===== config.mk =====
export PLATFORM = sky130hd
export DESIGN_NAME = slpctl_top
export DESIGN_NICKNAME = d
export VERILOG_FILES = /design/src/rtl/slp_pkg.sv /design/src/rtl/slp_wdt_tick.sv /design/src/rtl/slp_wake_filter.sv /design/src/rtl/slp_restart_timer.sv /design/src/rtl/slpctl_top.sv
export SDC_FILE = /design/constraint.sdc
export NUM_CORES = 1
export LEC_CHECK = 0
export ABC_AREA = 1
export BUFFER_PORTS_ARGS = -buffer_cell sky130_fd_sc_hd__clkbuf_2
export CAP_MARGIN = 20
export CORE_UTILIZATION = 39
export CTS_CLUSTER_DIAMETER = 120
export CTS_CLUSTER_SIZE = 16
export DETAILED_ROUTE_END_ITERATION = 10
export SETUP_SLACK_MARGIN = 0.4
export SLEW_MARGIN = 10
export SYNTH_ARGS = -nofsm -noshare
export SYNTH_HDL_FRONTEND = slang
export SYNTH_SLANG_ARGS = --single-unit

===== constraint.sdc =====
create_clock -name clk -period 2.7 [get_ports clk]
set_input_delay 0.135 -clock clk [delete_from_list [all_inputs] [get_ports clk]]
set_output_delay 0.135 -clock clk [all_outputs]
set_load 0.02 [all_outputs]

===== src/rtl/slp_pkg.sv =====
package slp_pkg;
  typedef enum logic [2:0] {
    ST_RUN     = 3'd0,
    ST_IDLE    = 3'd1,
    ST_QUIET   = 3'd2,
    ST_PDOWN   = 3'd3,
    ST_RESTART = 3'd4
  } slp_state_e;

  localparam logic [1:0] MODE_QUIET = 2'b01;
  localparam logic [1:0] MODE_PDOWN = 2'b10;

  // Sleep flavour picked by the mode field; 11 falls back to idle.
  function automatic slp_state_e mode_target(input logic [1:0] mode);
    case (mode)
      MODE_QUIET: mode_target = ST_QUIET;
      MODE_PDOWN: mode_target = ST_PDOWN;
      default:    mode_target = ST_IDLE;
    endcase
  endfunction

  // Restart length in cycles for a delay code.
  function automatic int unsigned restart_len(input logic [1:0] sel,
                                              input int unsigned d0, input int unsigned d1,
                                              input int unsigned d2, input int unsigned d3);
    case (sel)
      2'd0:    restart_len = d0;
      2'd1:    restart_len = d1;
      2'd2:    restart_len = d2;
      default: restart_len = d3;
    endcase
  endfunction

  function automatic int unsigned max4(input int unsigned a, input int unsigned b,
                                       input int unsigned c, input int unsigned d);
    int unsigned m;
    m = a;
    if (b > m) m = b;
    if (c > m) m = c;
    if (d > m) m = d;
    max4 = m;
  endfunction
endpackage


===== src/rtl/slp_wdt_tick.sv =====
module slp_wdt_tick #(
  parameter int unsigned DIV = 16
) (
  input  logic clk,
  input  logic rst_n,
  output logic tick
);
  localparam int unsigned CW = (DIV > 2) ? $clog2(DIV) : 1;
  localparam logic [CW-1:0] LAST = CW'(DIV - 1);

  logic [CW-1:0] cnt_q;

  always_ff @(posedge clk or negedge rst_n) begin
    if (!rst_n)            cnt_q <= '0;
    else if (cnt_q == LAST) cnt_q <= '0;
    else                   cnt_q <= cnt_q + 1'b1;
  end

  assign tick = (cnt_q == LAST);
endmodule


===== src/rtl/slp_wake_filter.sv =====
module slp_wake_filter #(
  parameter int unsigned SAMPLES = 2
) (
  input  logic clk,
  input  logic rst_n,
  input  logic arm,
  input  logic tick,
  input  logic lvl,
  output logic qual
);
  logic [SAMPLES-1:0] hist_q;

  always_ff @(posedge clk or negedge rst_n) begin
    if (!rst_n)       hist_q <= '0;
    else if (!arm)    hist_q <= '0;
    else if (tick)    hist_q <= {hist_q[SAMPLES-2:0], lvl};
  end

  assign qual = &hist_q;
endmodule


===== src/rtl/slp_restart_timer.sv =====
module slp_restart_timer #(
  parameter int unsigned D0 = 4,
  parameter int unsigned D1 = 64,
  parameter int unsigned D2 = 512,
  parameter int unsigned D3 = 4096
) (
  input  logic       clk,
  input  logic       rst_n,
  input  logic       load,
  input  logic [1:0] sel,
  input  logic       active,
  output logic       done
);
  import slp_pkg::*;
  localparam int unsigned DMAX = max4(D0, D1, D2, D3);
  localparam int unsigned CW   = $clog2(DMAX + 1);

  logic [CW-1:0] cnt_q;
  logic [CW-1:0] start_val;

  assign start_val = CW'(restart_len(sel, D0, D1, D2, D3) - 1);

  always_ff @(posedge clk or negedge rst_n) begin
    if (!rst_n)                    cnt_q <= '0;
    else if (load)                 cnt_q <= start_val;
    else if (active && cnt_q != 0) cnt_q <= cnt_q - 1'b1;
  end

  assign done = active && (cnt_q == '0);
endmodule


===== src/rtl/slpctl_top.sv =====
module slpctl_top #(
  parameter int unsigned WDT_DIV = 16,
  parameter int unsigned DLY0    = 4,
  parameter int unsigned DLY1    = 64,
  parameter int unsigned DLY2    = 512,
  parameter int unsigned DLY3    = 4096
) (
  input  logic       clk,
  input  logic       rst_n,
  input  logic [1:0] mode_sel,
  input  logic       sleep_en,
  input  logic       sleep_strobe,
  input  logic       adc_enabled,
  input  logic       wdt_enabled,
  input  logic [1:0] dly_sel,
  input  logic       ext_rst,
  input  logic       wdt_rst,
  input  logic       ext_irq_lvl,
  input  logic       pcint_req,
  input  logic       adc_done,
  input  logic       gen_irq,
  output logic       cpu_clk_en,
  output logic       per_clk_en,
  output logic       osc_en,
  output logic       adc_start,
  output logic       wake_done
);
  import slp_pkg::*;

  slp_state_e state_q, state_d;

  // Named internal events
  logic tick;
  logic rst_wake;
  logic irq_lvl;
  logic pd_qual;
  logic tmr_load;
  logic tmr_done;
  logic enter_sleep;

  assign rst_wake    = ext_rst | (wdt_rst & wdt_enabled);
  assign irq_lvl     = ext_irq_lvl | pcint_req;
  assign enter_sleep = (state_q == ST_RUN) && sleep_strobe && sleep_en;

  slp_wdt_tick #(.DIV(WDT_DIV)) tick_i (
    .clk  (clk),
    .rst_n(rst_n),
    .tick (tick)
  );

  slp_wake_filter #(.SAMPLES(2)) filt_i (
    .clk  (clk),
    .rst_n(rst_n),
    .arm  (state_q == ST_PDOWN),
    .tick (tick),
    .lvl  (irq_lvl),
    .qual (pd_qual)
  );

  assign tmr_load = (state_q == ST_PDOWN) && !rst_wake && pd_qual;

  slp_restart_timer #(.D0(DLY0), .D1(DLY1), .D2(DLY2), .D3(DLY3)) tmr_i (
    .clk   (clk),
    .rst_n (rst_n),
    .load  (tmr_load),
    .sel   (dly_sel),
    .active(state_q == ST_RESTART),
    .done  (tmr_done)
  );

  always_comb begin
    state_d = state_q;
    case (state_q)
      ST_RUN:     if (enter_sleep) state_d = mode_target(mode_sel);
      ST_IDLE:    if (rst_wake || irq_lvl || adc_done || gen_irq) state_d = ST_RUN;
      ST_QUIET:   if (rst_wake || irq_lvl || adc_done) state_d = ST_RUN;
      ST_PDOWN: begin
        if (rst_wake)     state_d = ST_RUN;
        else if (pd_qual) state_d = ST_RESTART;
      end
      ST_RESTART: if (rst_wake || tmr_done) state_d = ST_RUN;
      default:    state_d = ST_RUN;
    endcase
  end

  always_ff @(posedge clk or negedge rst_n) begin
    if (!rst_n) begin
      state_q   <= ST_RUN;
      adc_start <= 1'b0;
      wake_done <= 1'b0;
    end else begin
      state_q   <= state_d;
      adc_start <= enter_sleep && (mode_sel == MODE_QUIET) && adc_enabled;
      wake_done <= (state_d == ST_RUN) && (state_q != ST_RUN);
    end
  end

  assign cpu_clk_en = (state_q == ST_RUN);
  assign per_clk_en = (state_q == ST_RUN) || (state_q == ST_IDLE) || (state_q == ST_QUIET);
  assign osc_en     = (state_q != ST_PDOWN);
endmodule


==> run summary <==
clock root cell: clkbuf_8
Yosys cell types: 26
drc violations: 0
Least-Margin Pin Slew: 0.589 ns
Layout area overhead: 14.6%
pins over their slew limit: 0
dpl cell area: 1630 µm²
HPWL after DPL: 2380 µm
Slew HR: 0.607
number of global-route vias before repair: 1213
pwr dens: 391 nW/µm²
share of layout cells above drive strength 1: 0.195
syn avg cell area: 7.32 µm²
Yosys top cell by area: dfrtp_1
maxcap violations: 0
DR vias: 1279
post-route ant nets: 0
highest clock rate: 531 MHz
1st-pass router iterations: 4
most frequent cells in the layout: 53 x nand2_1, 25 x inv_1, 24 x dfrtp_1, 22 x nor2_1, 22 x nand3_1
ranking of synthesized cells by area: dfrtp_1 41%, nand2_1 13%, nand3_1 7.4%, inv_1 6.3%, nor2_1 5.6%
clock sink count: 24
first-pass GRT wire length: 5330 µm
Setup Buffers After CTS: 0
LEAKAGE: 0.964 nW
register area share after synthesis: 0.406
number of setup violations in the final report: 0
setup TNS: 0 ns
crit path max fanout: 7
Inserted Diodes: 0
gr busiest metal: met2
routed wire length: 3030 µm
Critical Path RT: 2.86 ns
final instance area: 1700 µm²
GR met1 Demand/Resource: 0.221
R2R Path Start: state_q[0]
Syn Std Cell Area: 1480 µm²
GR Layer Usage met3: 0.0217
die extent in y: 63.6 µm
clk_lat worst skew: 0.27 ns
Cells after Synth: 202
Yosys warning count: 0
CTS tree: done
CP Class: reg -> reg
syn_nets: 222
initial antenna violation count: 0
grt total ovfl: 0
initial core utilization: 0.404
RSZ-0062 raised after global routing: false
DR WL/cell: 11.1 µm
crit path DAT: 2.04 ns
fin crit share: 0.697
maximum VDD drop: 0.172 mV
DR iter-0 viols: 60
startpoint types: flip-flop
sequential standard cell area: 601 µm²
Hold Path Origin: adc_enabled
Crit. End Element: flip-flop
largest net degree at the start of global routing: 25
htree depth: 1
Layout Nets: 247
Die Area: 4040 µm²
total CTS buffers: 3
commonest non-fill, non-tap cell in the layout: nand2_1
Via density: 4.67
Synth top area share: 0.406
min Tclk post-route: 1.88 ns
area taken by multi-input logic gates: 753 µm²
#FFs+latches synth: 24
IO Pins: 21
Main synth FF type: dfrtp_1
status: complete, no violations
Post-synth ARST share: 1.00
IO Port Bufs: 20
clock-pin slew on the worst setup and hold paths: 0.09 ns
HP Class: in -> reg
GPL Wtd Cong: 0.824
Final Hold Fails: 0
Core Region: 3660 µm²
number of core rows: 22
Post-synth EDFFs: 0
Die Width: 63.6 µm
grt met2 use: 0.285
final hold slack: 0.0646 ns
number of fill cells: 379
Longest Clk Path Bufs: 2
Worst Setup SP: state_q[0]
Max Clock Skew: 0.00697 ns
GRT Util Overall: 0.171
-- critical path: stages (launching register included) --
cell and delay, ns:
dfrtp_1 0.45, nand2_1 0.09, nor2_2 0.12, nand3_2 0.11, nand2_1 0.15, ha_1 0.18
nand3_1 0.11, nor2_2 0.21, nand2_1 0.12, nor3_1 0.18, nor2_1 0.07
-- registers in the layout, indices dropped and copies added, names as in the netlist --
name,count
filt_i.hist_q,2
state_q,3
tmr_i.cnt_q,13
wake_done,1
adc_start,1
tick_i.cnt_q,4
-- logic make-up (layout without fill, tap and decap cells) --
family	after synthesis	in the layout	share of synthesized area
adder cells (fa/ha/maj)	4	4	0.0338
buffers and inverters	30	54	0.0846
AO/OA/AOI/OAI	19	19	0.0770
XOR/XNOR	6	6	0.0355
AND/OR/NAND/NOR	119	119	0.363
flip-flops	24	24	0.406
-- final timing paths --
kind / to / slack [ns] / cells past startpoint
worst max-delay path: tmr_i.cnt_q[10] / 0.82 / 10
worst min-delay path: adc_start / 0.06 / 3
worst max register to register: tmr_i.cnt_q[10] / 0.82 / 10
worst min register to register: tick_i.cnt_q[3] / 0.50 / 1
max in group asynchronous: tmr_i.cnt_q[5] / 1.92 / 2
min in group asynchronous: tick_i.cnt_q[0] / 0.39 / 2
-- synthesized netlist by cell type (2+ instances only) --
cell,number
inv_2,2
nand2_2,4
nand3b_1,2
a21oi_1,4
ha_1,4
o21ai_2,2
dfrtp_1,24
inv_1,25
or2_2,4
nor2_2,4
nor2_1,22
o21ai_0,8
nand3_1,22
o31ai_1,2
xor2_1,6
nand2_1,53
nand4_1,3
nor3_1,3
-- report_power, final --
group | switching [W] | leakage [nW] | internal, W | total [W]
clock | 0.000119 | 0.0288 | 0.000130 | 0.000249
combinational | 0.0000297 | 0.632 | 0.0000182 | 0.0000479
sequential | 0.00000359 | 0.303 | 0.000363 | 0.000366
total | 0.000152 | 0.964 | 0.000511 | 0.000663
-- what timing repair did --
item,in CTS,in global routing
hold buffers,1,0
gates resized for setup,0,0
hold endpoints to repair,24,0
-- routing by layer --
| metal | vias up | part of all wire |
|---|---|---|
| met4 | 0 | 0.017 |
| met2 | 11 | 0.46 |
| li1 | 693 | - |
| met3 | 4 | 0.016 |
| met1 | 571 | 0.50 |
| met5 | - | 0 |
-- metrics by stage --
| stage | instances | utilization | total power [W] | setup WS (ns) |
|---|---|---|---|---|
| 2_1_floorplan | 202 | - | 0.000395 | 0.884 |
| 3_3_place_gp | 269 | 0.445 | 0.000421 | 0.905 |
| 3_5_place_dp | 269 | 0.445 | 0.000422 | 0.815 |
| 4_1_cts | 274 | 0.463 | 0.000674 | 0.799 |
| 5_1_grt | 274 | 0.463 | 0.000693 | 0.562 |
| 6_report | 274 | 0.463 | 0.000663 | 0.817 |
-- final cells by class --
class / instances / area share
repair buffers: 23 / 0.0738
well taps: 48 / 0.0354
multi-input cells: 148 / 0.444
inverters: 27 / 0.0598
clock buffers: 4 / 0.0325
flip-flops and latches: 24 / 0.354
Power figures use the tool's default switching activity.
